<file path="src/rtl/addsub_alu_pkg.sv">
package addsub_alu_pkg;

  // Opcode values that carry meaning on their own
  localparam logic [5:0]  OPC_PREFIX    = 6'b101100;
  localparam logic [5:0]  OPC_RSUB_KEEP = 6'b000101;
  localparam logic [1:0]  FAMILY_TOP    = 2'b00;

  // Function codes that turn the keep-carry reverse subtract into a compare
  localparam logic [10:0] FN_CMP_SIGNED   = 11'd1;
  localparam logic [10:0] FN_CMP_UNSIGNED = 11'd3;

  // Bit positions inside the opcode vector ([5] is instruction bit 0)
  localparam int OPB_SUB  = 0;
  localparam int OPB_CIN  = 1;
  localparam int OPB_KEEP = 2;
  localparam int OPB_IMM  = 3;

  typedef struct packed {
    logic family;
    logic subtract;
    logic use_carry;
    logic keep;
    logic imm_form;
    logic compare;
    logic cmp_signed;
    logic prefix;
  } op_dec_t;

endpackage

</file>
<file path="src/rtl/addsub_decode.sv">
module addsub_decode
  import addsub_alu_pkg::*;
(
  input  logic [5:0]  opcode,
  input  logic [10:0] func,
  output op_dec_t     dec
);

  logic is_cmp_s;
  logic is_cmp_u;

  always_comb begin
    is_cmp_s       = (func == FN_CMP_SIGNED);
    is_cmp_u       = (func == FN_CMP_UNSIGNED);
    dec            = '0;
    dec.family     = (opcode[5:4] == FAMILY_TOP);
    dec.subtract   = dec.family & opcode[OPB_SUB];
    dec.use_carry  = dec.family & opcode[OPB_CIN];
    dec.keep       = dec.family & opcode[OPB_KEEP];
    dec.imm_form   = dec.family & opcode[OPB_IMM];
    dec.compare    = (opcode == OPC_RSUB_KEEP) & (is_cmp_s | is_cmp_u);
    dec.cmp_signed = is_cmp_s;
    dec.prefix     = (opcode == OPC_PREFIX);
  end

endmodule

</file>
<file path="src/rtl/addsub_imm_hold.sv">
module addsub_imm_hold #(
  parameter  int IMM_W = 16,
  localparam int W     = 2 * IMM_W
) (
  input  logic             clk,
  input  logic             rst_n,
  input  logic             issue,
  input  logic             is_prefix,
  input  logic [IMM_W-1:0] imm_field,
  output logic [W-1:0]     imm_value
);

  logic             hold_v_q, hold_v_d;
  logic [IMM_W-1:0] hold_q, hold_d;
  logic             valid_en;
  logic             data_en;

  // next-state
  always_comb begin
    valid_en = issue;
    data_en  = issue & is_prefix;
    hold_v_d = is_prefix;
    hold_d   = imm_field;
  end

  // registers
  always_ff @(posedge clk or negedge rst_n) begin
    if (!rst_n) begin
      hold_v_q <= 1'b0;
      hold_q   <= '0;
    end else begin
      if (valid_en) hold_v_q <= hold_v_d;
      if (data_en)  hold_q   <= hold_d;
    end
  end

  always_comb begin
    if (hold_v_q) imm_value = {hold_q, imm_field};
    else          imm_value = {{IMM_W{imm_field[IMM_W-1]}}, imm_field};
  end


  prefix_capture_chk: assert property (@(posedge clk) disable iff (!rst_n)
    (issue && is_prefix) |=> (hold_v_q && hold_q == $past(imm_field)));


  prefix_once_chk: assert property (@(posedge clk) disable iff (!rst_n)
    (issue && !is_prefix) |=> !hold_v_q);


  prefix_idle_chk: assert property (@(posedge clk) disable iff (!rst_n)
    (!issue) |=> $stable(hold_v_q));

endmodule

</file>
<file path="src/rtl/addsub_core.sv">
module addsub_core #(
  parameter  int W     = 32,
  parameter  int SEG_W = 8,
  localparam int NSEG  = W / SEG_W
) (
  input  logic [W-1:0] opnd_a,
  input  logic [W-1:0] opnd_b,
  input  logic         cin,
  input  logic         invert_a,
  input  logic         force_msb,
  input  logic         cmp_signed,
  output logic [W-1:0] sum,
  output logic         cout
);

  logic [W-1:0]  x;
  logic [W-1:0]  raw;
  logic [NSEG:0] chain;
  logic          ovf;
  logic          lt_s;
  logic          lt_u;
  logic          top_bit;

  assign x        = invert_a ? ~opnd_a : opnd_a;
  assign chain[0] = cin;

  // carry chain built from equal segments; W is a multiple of SEG_W
  for (genvar g = 0; g < NSEG; g++) begin : g_seg
    logic [SEG_W:0] part;
    assign part = {1'b0, x[g*SEG_W +: SEG_W]}
                + {1'b0, opnd_b[g*SEG_W +: SEG_W]}
                + {{SEG_W{1'b0}}, chain[g]};
    assign raw[g*SEG_W +: SEG_W] = part[SEG_W-1:0];
    assign chain[g+1]            = part[SEG_W];
  end

  assign cout = chain[NSEG];

  // ordering from the subtractor: signed uses overflow, unsigned uses borrow
  always_comb begin
    ovf     = (x[W-1] == opnd_b[W-1]) && (raw[W-1] != opnd_b[W-1]);
    lt_s    = raw[W-1] ^ ovf;
    lt_u    = ~cout;
    top_bit = force_msb ? (cmp_signed ? lt_s : lt_u) : raw[W-1];
    sum     = {top_bit, raw[W-2:0]};
  end

endmodule

</file>
<file path="src/rtl/addsub_alu.sv">
module addsub_alu
  import addsub_alu_pkg::*;
#(
  parameter  int IMM_W = 16,
  parameter  int SEG_W = 8,
  localparam int W     = 2 * IMM_W
) (
  input  logic             clk,
  input  logic             rst_n,
  input  logic             issue,
  input  logic [5:0]       opcode,
  input  logic [10:0]      func,
  input  logic [W-1:0]     op_a,
  input  logic [W-1:0]     op_b,
  input  logic [IMM_W-1:0] imm,
  input  logic             carry_flag,
  output logic [W-1:0]     result,
  output logic             carry_next,
  output logic             carry_we
);

  op_dec_t      dec;
  logic [W-1:0] imm_value;
  logic [W-1:0] b_sel;
  logic         cin;
  logic [W-1:0] core_sum;
  logic         core_cout;

  addsub_decode u_decode (
    .opcode (opcode),
    .func   (func),
    .dec    (dec)
  );

  addsub_imm_hold #(.IMM_W(IMM_W)) u_imm_hold (
    .clk       (clk),
    .rst_n     (rst_n),
    .issue     (issue),
    .is_prefix (dec.prefix),
    .imm_field (imm),
    .imm_value (imm_value)
  );

  always_comb begin
    b_sel = dec.imm_form ? imm_value : op_b;
    cin   = dec.use_carry ? carry_flag : dec.subtract;
  end

  addsub_core #(.W(W), .SEG_W(SEG_W)) u_core (
    .opnd_a     (op_a),
    .opnd_b     (b_sel),
    .cin        (cin),
    .invert_a   (dec.subtract),
    .force_msb  (dec.compare),
    .cmp_signed (dec.cmp_signed),
    .sum        (core_sum),
    .cout       (core_cout)
  );

  always_comb begin
    carry_we   = issue & dec.family & ~dec.keep;
    carry_next = carry_we ? core_cout : carry_flag;
    result     = dec.family ? core_sum : '0;
  end


  add_sum_chk: assert property (@(posedge clk) disable iff (!rst_n)
    (issue && opcode == 6'b000000) |->
      ({carry_next, result} == ({1'b0, op_a} + {1'b0, op_b})));


  keep_carry_chk: assert property (@(posedge clk) disable iff (!rst_n)
    (issue && opcode[5:4] == 2'b00 && opcode[2]) |->
      (!carry_we && carry_next == carry_flag));


  cmp_signed_chk: assert property (@(posedge clk) disable iff (!rst_n)
    (issue && opcode == 6'b000101 && func == 11'd1) |->
      (result[W-1] == ($signed(op_b) < $signed(op_a))));


  cmp_unsigned_chk: assert property (@(posedge clk) disable iff (!rst_n)
    (issue && opcode == 6'b000101 && func == 11'd3) |->
      (result[W-1] == (op_b < op_a)));


  foreign_op_chk: assert property (@(posedge clk) disable iff (!rst_n)
    (opcode[5:4] != 2'b00 || !issue) |-> !carry_we);

endmodule

</file>
<file path="config.mk">
export PLATFORM = sky130hd
export DESIGN_NAME = addsub_alu
export DESIGN_NICKNAME = d
export VERILOG_FILES = /design/src/rtl/addsub_alu_pkg.sv /design/src/rtl/addsub_decode.sv /design/src/rtl/addsub_imm_hold.sv /design/src/rtl/addsub_core.sv /design/src/rtl/addsub_alu.sv
export SDC_FILE = /design/constraint.sdc
export NUM_CORES = 1
export LEC_CHECK = 0
export ABC_AREA = 1
export CAP_MARGIN = 10
export CORE_MARGIN = 8
export CORE_UTILIZATION = 39
export CTS_BUF_LIST = sky130_fd_sc_hd__clkbuf_8 sky130_fd_sc_hd__clkbuf_16
export CTS_CLUSTER_DIAMETER = 30
export DETAILED_ROUTE_END_ITERATION = 8
export GPL_TIMING_DRIVEN = 0
export PLACE_DENSITY = 0.88
export SLEW_MARGIN = 10
export SYNTH_ARGS = -nofsm -noshare
export SYNTH_HDL_FRONTEND = slang
export SYNTH_SLANG_ARGS = --single-unit
</file>
<file path="constraint.sdc">
create_clock -name clk -period 6.7 [get_ports clk]
set_input_delay 0.67 -clock clk [delete_from_list [all_inputs] [get_ports clk]]
set_output_delay 0.67 -clock clk [all_outputs]
set_load 0.02 [all_outputs]
</file>
==> results of run 1 <==
-- power by group through the flow --
stage / sequential [W] / clock [W] / combinational (W)
2_1_floorplan: 0.000122 / 0 / 0.000236
3_3_place_gp: 0.000123 / 0 / 0.000378
3_5_place_dp: 0.000124 / 0 / 0.000389
4_1_cts: 0.000122 / 0.0000728 / 0.000418
5_1_grt: 0.000124 / 0.0000793 / 0.000491
6_report: 0.000123 / 0.0000730 / 0.000447
-- per-layer routing --
layer	global-route usage (%)	vias up	wire (um)
li1	-	1895	-
met1	23.3	1725	4700
met2	36.3	156	5750
met3	2.60	20	753
met4	6.20	0	246
met5	0	-	0
-- area by class of cell --
| class | instances | area share (%) |
|---|---|---|
| Tap cell | 102 | 2.56 |
| Inverter | 59 | 4.44 |
| Buffer | 16 | 3.06 |
| Timing Repair Buffer | 158 | 30.5 |
| Clock buffer | 3 | 0.829 |
| Multi-Input combinational cell | 388 | 50.0 |
| Clock inverter | 1 | 0.0753 |
| Sequential cell | 17 | 8.54 |
-- cell usage in the layout (no fill, tap or decap), types with 2 or more instances in the layout --
| master | synthesis | layout |
|---|---|---|
| o21ai_2 | 7 | 10 |
| nand2_1 | 122 | 109 |
| or2_2 | 2 | 2 |
| buf_2 | 10 | 5 |
| inv_1 | 57 | 55 |
| nand3_2 | 0 | 2 |
| dfrtp_1 | 17 | 17 |
| nand2_4 | 0 | 3 |
| xnor2_1 | 29 | 27 |
| ha_4 | 0 | 2 |
| nand2_2 | 0 | 9 |
| o211ai_1 | 4 | 4 |
| ha_1 | 28 | 25 |
| o21ai_1 | 10 | 13 |
| a21oi_1 | 49 | 46 |
| a21o_1 | 3 | 3 |
| nor2_1 | 41 | 40 |
| clkbuf_8 | 0 | 3 |
| nand4_1 | 4 | 4 |
| clkdlybuf4s50_1 | 0 | 120 |
| buf_12 | 0 | 2 |
| a31o_2 | 2 | 2 |
| nand3b_1 | 2 | 2 |
| nand3_1 | 19 | 17 |
| buf_6 | 0 | 4 |
| xor2_1 | 3 | 2 |
| inv_2 | 1 | 4 |
| buf_8 | 0 | 5 |
| clkbuf_2 | 0 | 3 |
| fa_2 | 0 | 8 |
| buf_4 | 2 | 24 |
| a21boi_0 | 3 | 3 |
| o21ai_0 | 45 | 38 |
| dlygate4sd2_1 | 0 | 7 |
| a21oi_4 | 0 | 2 |
-- flip-flops by register name, summed over array words and instances (netlist names) --
| signal | cells |
|---|---|
| u_imm_hold.hold_q | 16 |
| u_imm_hold.hold_v_q | 1 |
-- stage by stage --
stage	utilization [%]	cell area, um^2	setup slack (ns)	hold WS, ns	cells
finish	65.5	4980	0.165	0.489	744
global route	65.5	4980	-0.0630	0.509	744
CTS	62.8	4780	-0.0176	0.487	733
detailed placement	59.0	4490	-1.79	0.471	717
global placement	59.0	4490	-1.70	0.467	717
floorplan	-	3020	0.118	0.374	481
-- worst max-delay path, delay by kind of cell --
kind            cells  cell delay (ns)
compound gates      8             1.06
fa+ha+maj           7             2.40
buf+inv             7             0.97
simple gates        8             0.75
-- repair_timing --
action / in CTS / in global routing
resized for setup: 74 / 46
pin swaps: 21 / 28
hold buffers: 0 / 0
setup buffers: 13 / 11
setup endpoints to repair: 16 / 9
-- cells by family after synthesis --
logic type,count (synthesis)
compound gates,125
xor+xnor,32
fa+ha+maj,36
buf+inv,76
flops,17
simple gates,195
-- worst min-delay path by stage --
stage / end / slack (ns)
2_1_floorplan: u_imm_hold.hold_q[0] / 0.37
3_3_place_gp: u_imm_hold.hold_q[15] / 0.47
3_5_place_dp: u_imm_hold.hold_q[15] / 0.47
4_1_cts: u_imm_hold.hold_q[15] / 0.49
5_1_grt: u_imm_hold.hold_q[8] / 0.51
6_report: u_imm_hold.hold_q[7] / 0.49
==> metrics.cfg, run 1 <==
[run_status]
status=complete, no violations

[floorplanning]
row_count=32
io_pins=135
start_util_pct=39.7
die-area_um2=10800
die_w_um=104
die_height_um=104
core_um2=7610

[synthesis]
synth_nets=618
synth.distinct_cells=33
yosys_register_bits=17
synthArstFlopShare_pct=100
synth-simple-area-share_pct=26.8
synth_top_family_by_area=simple AND/OR/NAND/NOR gates
synthTopCellsByCount=122 x nand2_1, 57 x inv_1, 49 x a21oi_1
yosysMostFrequentCell=nand2_1
synthTopCellsByArea=nand2_1 15%, dfrtp_1 14%, ha_1 12%
synth_xor_area_share_pct=9.29
synth_top_area_share_pct=15.2
yosys_warnings=0
syn_area_per_cell_um2=6.27
synth_fa_ha_area_share_pct=16.9
synth_area_um2=3020
yosysTopAreaCell=nand2_1
synthCells=481
ys_seq_area_share_pct=14.1
synth-edff-count=0
synth_compound_area_share_pct=22.8
ys.flop_type=dfrtp_1
muxShareOfSynthArea_pct=0

[job]
cap_violations=0

[grt]
grt_overflow_total=0
groute.usage.overall_pct=19.9
grt_max_degree=18
grt_pass1_vias=3993
antenna_found_initial=0
grt_pass1_wl_um=18300

[power_and_ir_drop]
p_seq_share_pct=19.1
switching_power_w=0.000271
pwr-share-clk_pct=11.3
switching_share_pct=42.1
ir_drop_mv=0.0747
total_power_w=0.000643
power_density_nw_per_um2=129
internal_power_w=0.000372
comb_power_share_pct=69.5
leakage_nw=2.40

[worst_setup_path]
cp_max_fo=6
path_class=input pin to primary output
r2r_cells=3
critPathMaxStageDelay_ns=0.42
cp-end-kind=primary output
cp_common_cell=fa_2
critPathLaunchType=input pin
r2r-end=u_imm_hold.hold_v_q
cp.required_ns=6.03
regToRegSetupSlack_ns=5.90
cp_slowest_cell=fa_2
crit_start=opcode[4]
cp-endpoint=result[26]
r2r-start=u_imm_hold.hold_v_q
arrival_ns=5.87

[cts]
cts_buffer_depth=2
cts_sinks=17
cts_buffers=3
cts-root-buf=clkbuf_8
clock_latency_ns=0.25
htreeDepth=1
tritoncts=done
cts.clk_slew.worst_paths_ns=0.06

[sta]
maxSlewViolCount=0
max_freq_mhz=153
grt_setup_unrepaired=true
finalCriticalPeriod_ns=6.54
fin_tns_setup_ns=0
skew_ns=0
relSlewSlack_pct=49.4
hold_viol=0
tightest_slew_ns=0.756
finalCritPeriodShare_pct=97.5
setup_viol=0

[detailed_routing]
drcViolationCount=0
dr.pass1.iters=4
totalWireLength_um=11500
wl_per_cell_um=15.4
num_vias=3796
final_antenna_net_count=0
avgViaCountPerCell=5.10
drt_iter0_drc=218

[cells_and_area]
fillCellCount=639
fin_nets=780
antenna_cells=0
multi_input_area_um2=2490
drive_above_1_share_pct=15.7
areaGrowthSynthToFinish_pct=65.2
final-seq-area_um2=425

[placement]
io_buffers=134
hpwlAfterDp_um=9190
gp_congestion=0.912

[min_path]
hold_start=u_imm_hold.hold_q[7]
whs_path_depth=2
hp-class=flop to flop

Note: power is estimated with default switching activity, not from simulation.
==> run 2: changes to the inputs <==
- CAP_MARGIN: 10 -> unset
- HOLD_SLACK_MARGIN: unset -> 0.08
==> results of run 2 <==
The final DEF is identical to that of run 1; final timing and power are the same.
==> run 3: changes to the inputs <==
- ABC_CLOCK_PERIOD_IN_PS: unset -> 6700
- CELL_PAD_IN_SITES_DETAIL_PLACEMENT: unset -> 2
- CELL_PAD_IN_SITES_GLOBAL_PLACEMENT: unset -> 2
- CORE_UTILIZATION: 39 -> 19
- PLACE_DENSITY: 0.88 -> 0.87
- SLEW_MARGIN: 10 -> 5
==> run 3 against run 2 <==
  * Non-clock buffer count increased by 3
  * Setup slack improved by 0.040 ns
  * Final area increased by 3.4%
  * Sequential share of layout area decreased by 0.28 points
  * Power increased by 12%
  * Critical path depth increased by 5
  * Register-to-register slack about the same
  * Count of clock-buffer cells in the layout unchanged
  * Combinational power increased by 5.4%
  * Core utilization decreased by 33 points
  * Critical path type unchanged
  * Worst hold slack improved by 0.0094 ns
==> metrics.cfg, run 3 (same netlist as run 1, synthesis figures left out) <==
[grt]
grt_pass1_vias=4437
grt_max_degree=18
antenna_found_initial=0
grt_overflow_total=0
groute.usage.overall_pct=15.1
grt_pass1_wl_um=24000

[detailed_routing]
wl_per_cell_um=18.1
avgViaCountPerCell=4.50
drcViolationCount=0
num_vias=3873
drt_iter0_drc=72
dr.pass1.iters=4
totalWireLength_um=15600
final_antenna_net_count=0

[cts]
cts_buffer_depth=2
cts.clk_slew.worst_paths_ns=0.05
tritoncts=done
htreeDepth=1
cts_sinks=17
cts-root-buf=clkbuf_16
clock_latency_ns=0.25
cts_buffers=3

[worst_setup_path]
cp_common_cell=fa_2
critPathLaunchType=input pin
cp_max_fo=10
critPathMaxStageDelay_ns=0.39
cp_slowest_cell=fa_2
path_class=input pin to primary output
cp-end-kind=primary output
arrival_ns=5.83
cp.required_ns=6.03

[placement]
io_buffers=134
hpwlAfterDp_um=12800
dp.cells=831
gp_congestion=0.805

[power_and_ir_drop]
comb_power_share_pct=65.7
switching_power_w=0.000302
power_density_nw_per_um2=139
internal_power_w=0.000415
ir_drop_mv=0.0684
total_power_w=0.000717
switching_share_pct=42.1
p_seq_share_pct=17.5
pwr-share-clk_pct=16.8
leakage_nw=2.46

[floorplanning]
core_um2=15700
start_util_pct=19.2
io_pins=135
row_count=46
die_w_um=142
die-area_um2=20200
die_height_um=142

[cells_and_area]
final_common_cell=clkdlybuf4s50_1
areaGrowthSynthToFinish_pct=70.8
fin_nets=783
largestRegisters=u_imm_hold.hold_q: 16 flops, u_imm_hold.hold_v_q: 1 flops
final_cell_mix=120 x clkdlybuf4s50_1, 111 x nand2_1, 57 x inv_1
drive_above_1_share_pct=15.3
final_cell_count_no_fill=861
antenna_cells=0
regMostFlops=u_imm_hold.hold_q
largest_reg_flops=16

[sta]
maxSlewViolCount=0
max_freq_mhz=154
setup_viol=0
tightest_slew_ns=0.787
relSlewSlack_pct=47.4
grt_setup_unrepaired=true
finalCriticalPeriod_ns=6.50
fin_tns_setup_ns=0
skew_ns=0
hold_viol=0
finalCritPeriodShare_pct=96.9

[run_status]
status=complete, no violations

[min_path]
hp-class=flop to flop

[job]
cap_violations=0

run 3: cell types whose count changed in the layout (fill, tap and decap cells not counted), sizes merged:
cell / delta
dlygate4sd2: -2
buf: +4
dlymetal6s2s: +1
clkbuf: +1
clkdlybuf4s15: -1
run 3: area by class of cell:
class	count	area (um^2)
plain buffers	16	150
clock buffers	3	75.1
clock inverters	1	3.75
fillers	1852	10600
inverters	59	221
multi-input cells	388	2480
flip-flops and latches	17	425
well taps	216	270
repair buffers	161	1520
run 3: path summary, 6_finish.rpt:
path	to	slack [ns]	from	cells after the start
setup / recovery	result[31]	0.20	opcode[4]	35
hold / removal	u_imm_hold.hold_q[0]	0.50	u_imm_hold.hold_q[0]	2
setup reg to reg	u_imm_hold.hold_v_q	5.91	u_imm_hold.hold_v_q	3
hold reg to reg	u_imm_hold.hold_q[0]	0.50	u_imm_hold.hold_q[0]	2
max in group asynchronous	u_imm_hold.hold_q[14]	5.33	rst_n	1
min in group asynchronous	u_imm_hold.hold_q[6]	0.88	rst_n	1
run 3: repair_timing:
| item | in CTS | in global routing |
|---|---|---|
| gates resized for setup | 77 | 31 |
| pin swaps | 16 | 24 |
| setup endpoints to repair | 17 | 9 |
| setup buffers | 16 | 10 |
| hold buffers | 0 | 0 |
| cloned | 1 | 1 |
run 3: worst max-delay path: cells and delay by family:
kind	cells	cell delay (ns)
AOI/OAI and AO/OA	4	0.60
adders and majority gates	7	2.41
buffers and inverters	8	0.77
and+or+nand+nor	16	1.34
run 3: stage by stage:
| stage | util, % | setup WS, ns | area (um^2) | hold slack (ns) |
|---|---|---|---|---|
| 2_1_floorplan | - | 0.118 | 3020 | 0.374 |
| 3_3_place_gp | 29.5 | -1.94 | 4630 | 0.475 |
| 3_5_place_dp | 29.5 | -2.10 | 4630 | 0.493 |
| 4_1_cts | 31.9 | -0.0744 | 5010 | 0.507 |
| 5_1_grt | 32.8 | -0.0988 | 5150 | 0.524 |
| 6_report | 32.8 | 0.205 | 5150 | 0.499 |
run 3: metal layers:
metal | track usage [%] | wire length, um
met5 | 0 | 0
met4 | 2.43 | 200
met3 | 2.31 | 612
met1 | 16.3 | 6120
met2 | 30.3 | 8640
run 3: power groups by stage:
stage	Combinational (W)	Clock [W]	Sequential [W]
5_1_grt	0.000520	0.000127	0.000126
3_5_place_dp	0.000416	0	0.000127
6_report	0.000471	0.000120	0.000126
4_1_cts	0.000453	0.000124	0.000125
2_1_floorplan	0.000236	0	0.000122
3_3_place_gp	0.000393	0	0.000126
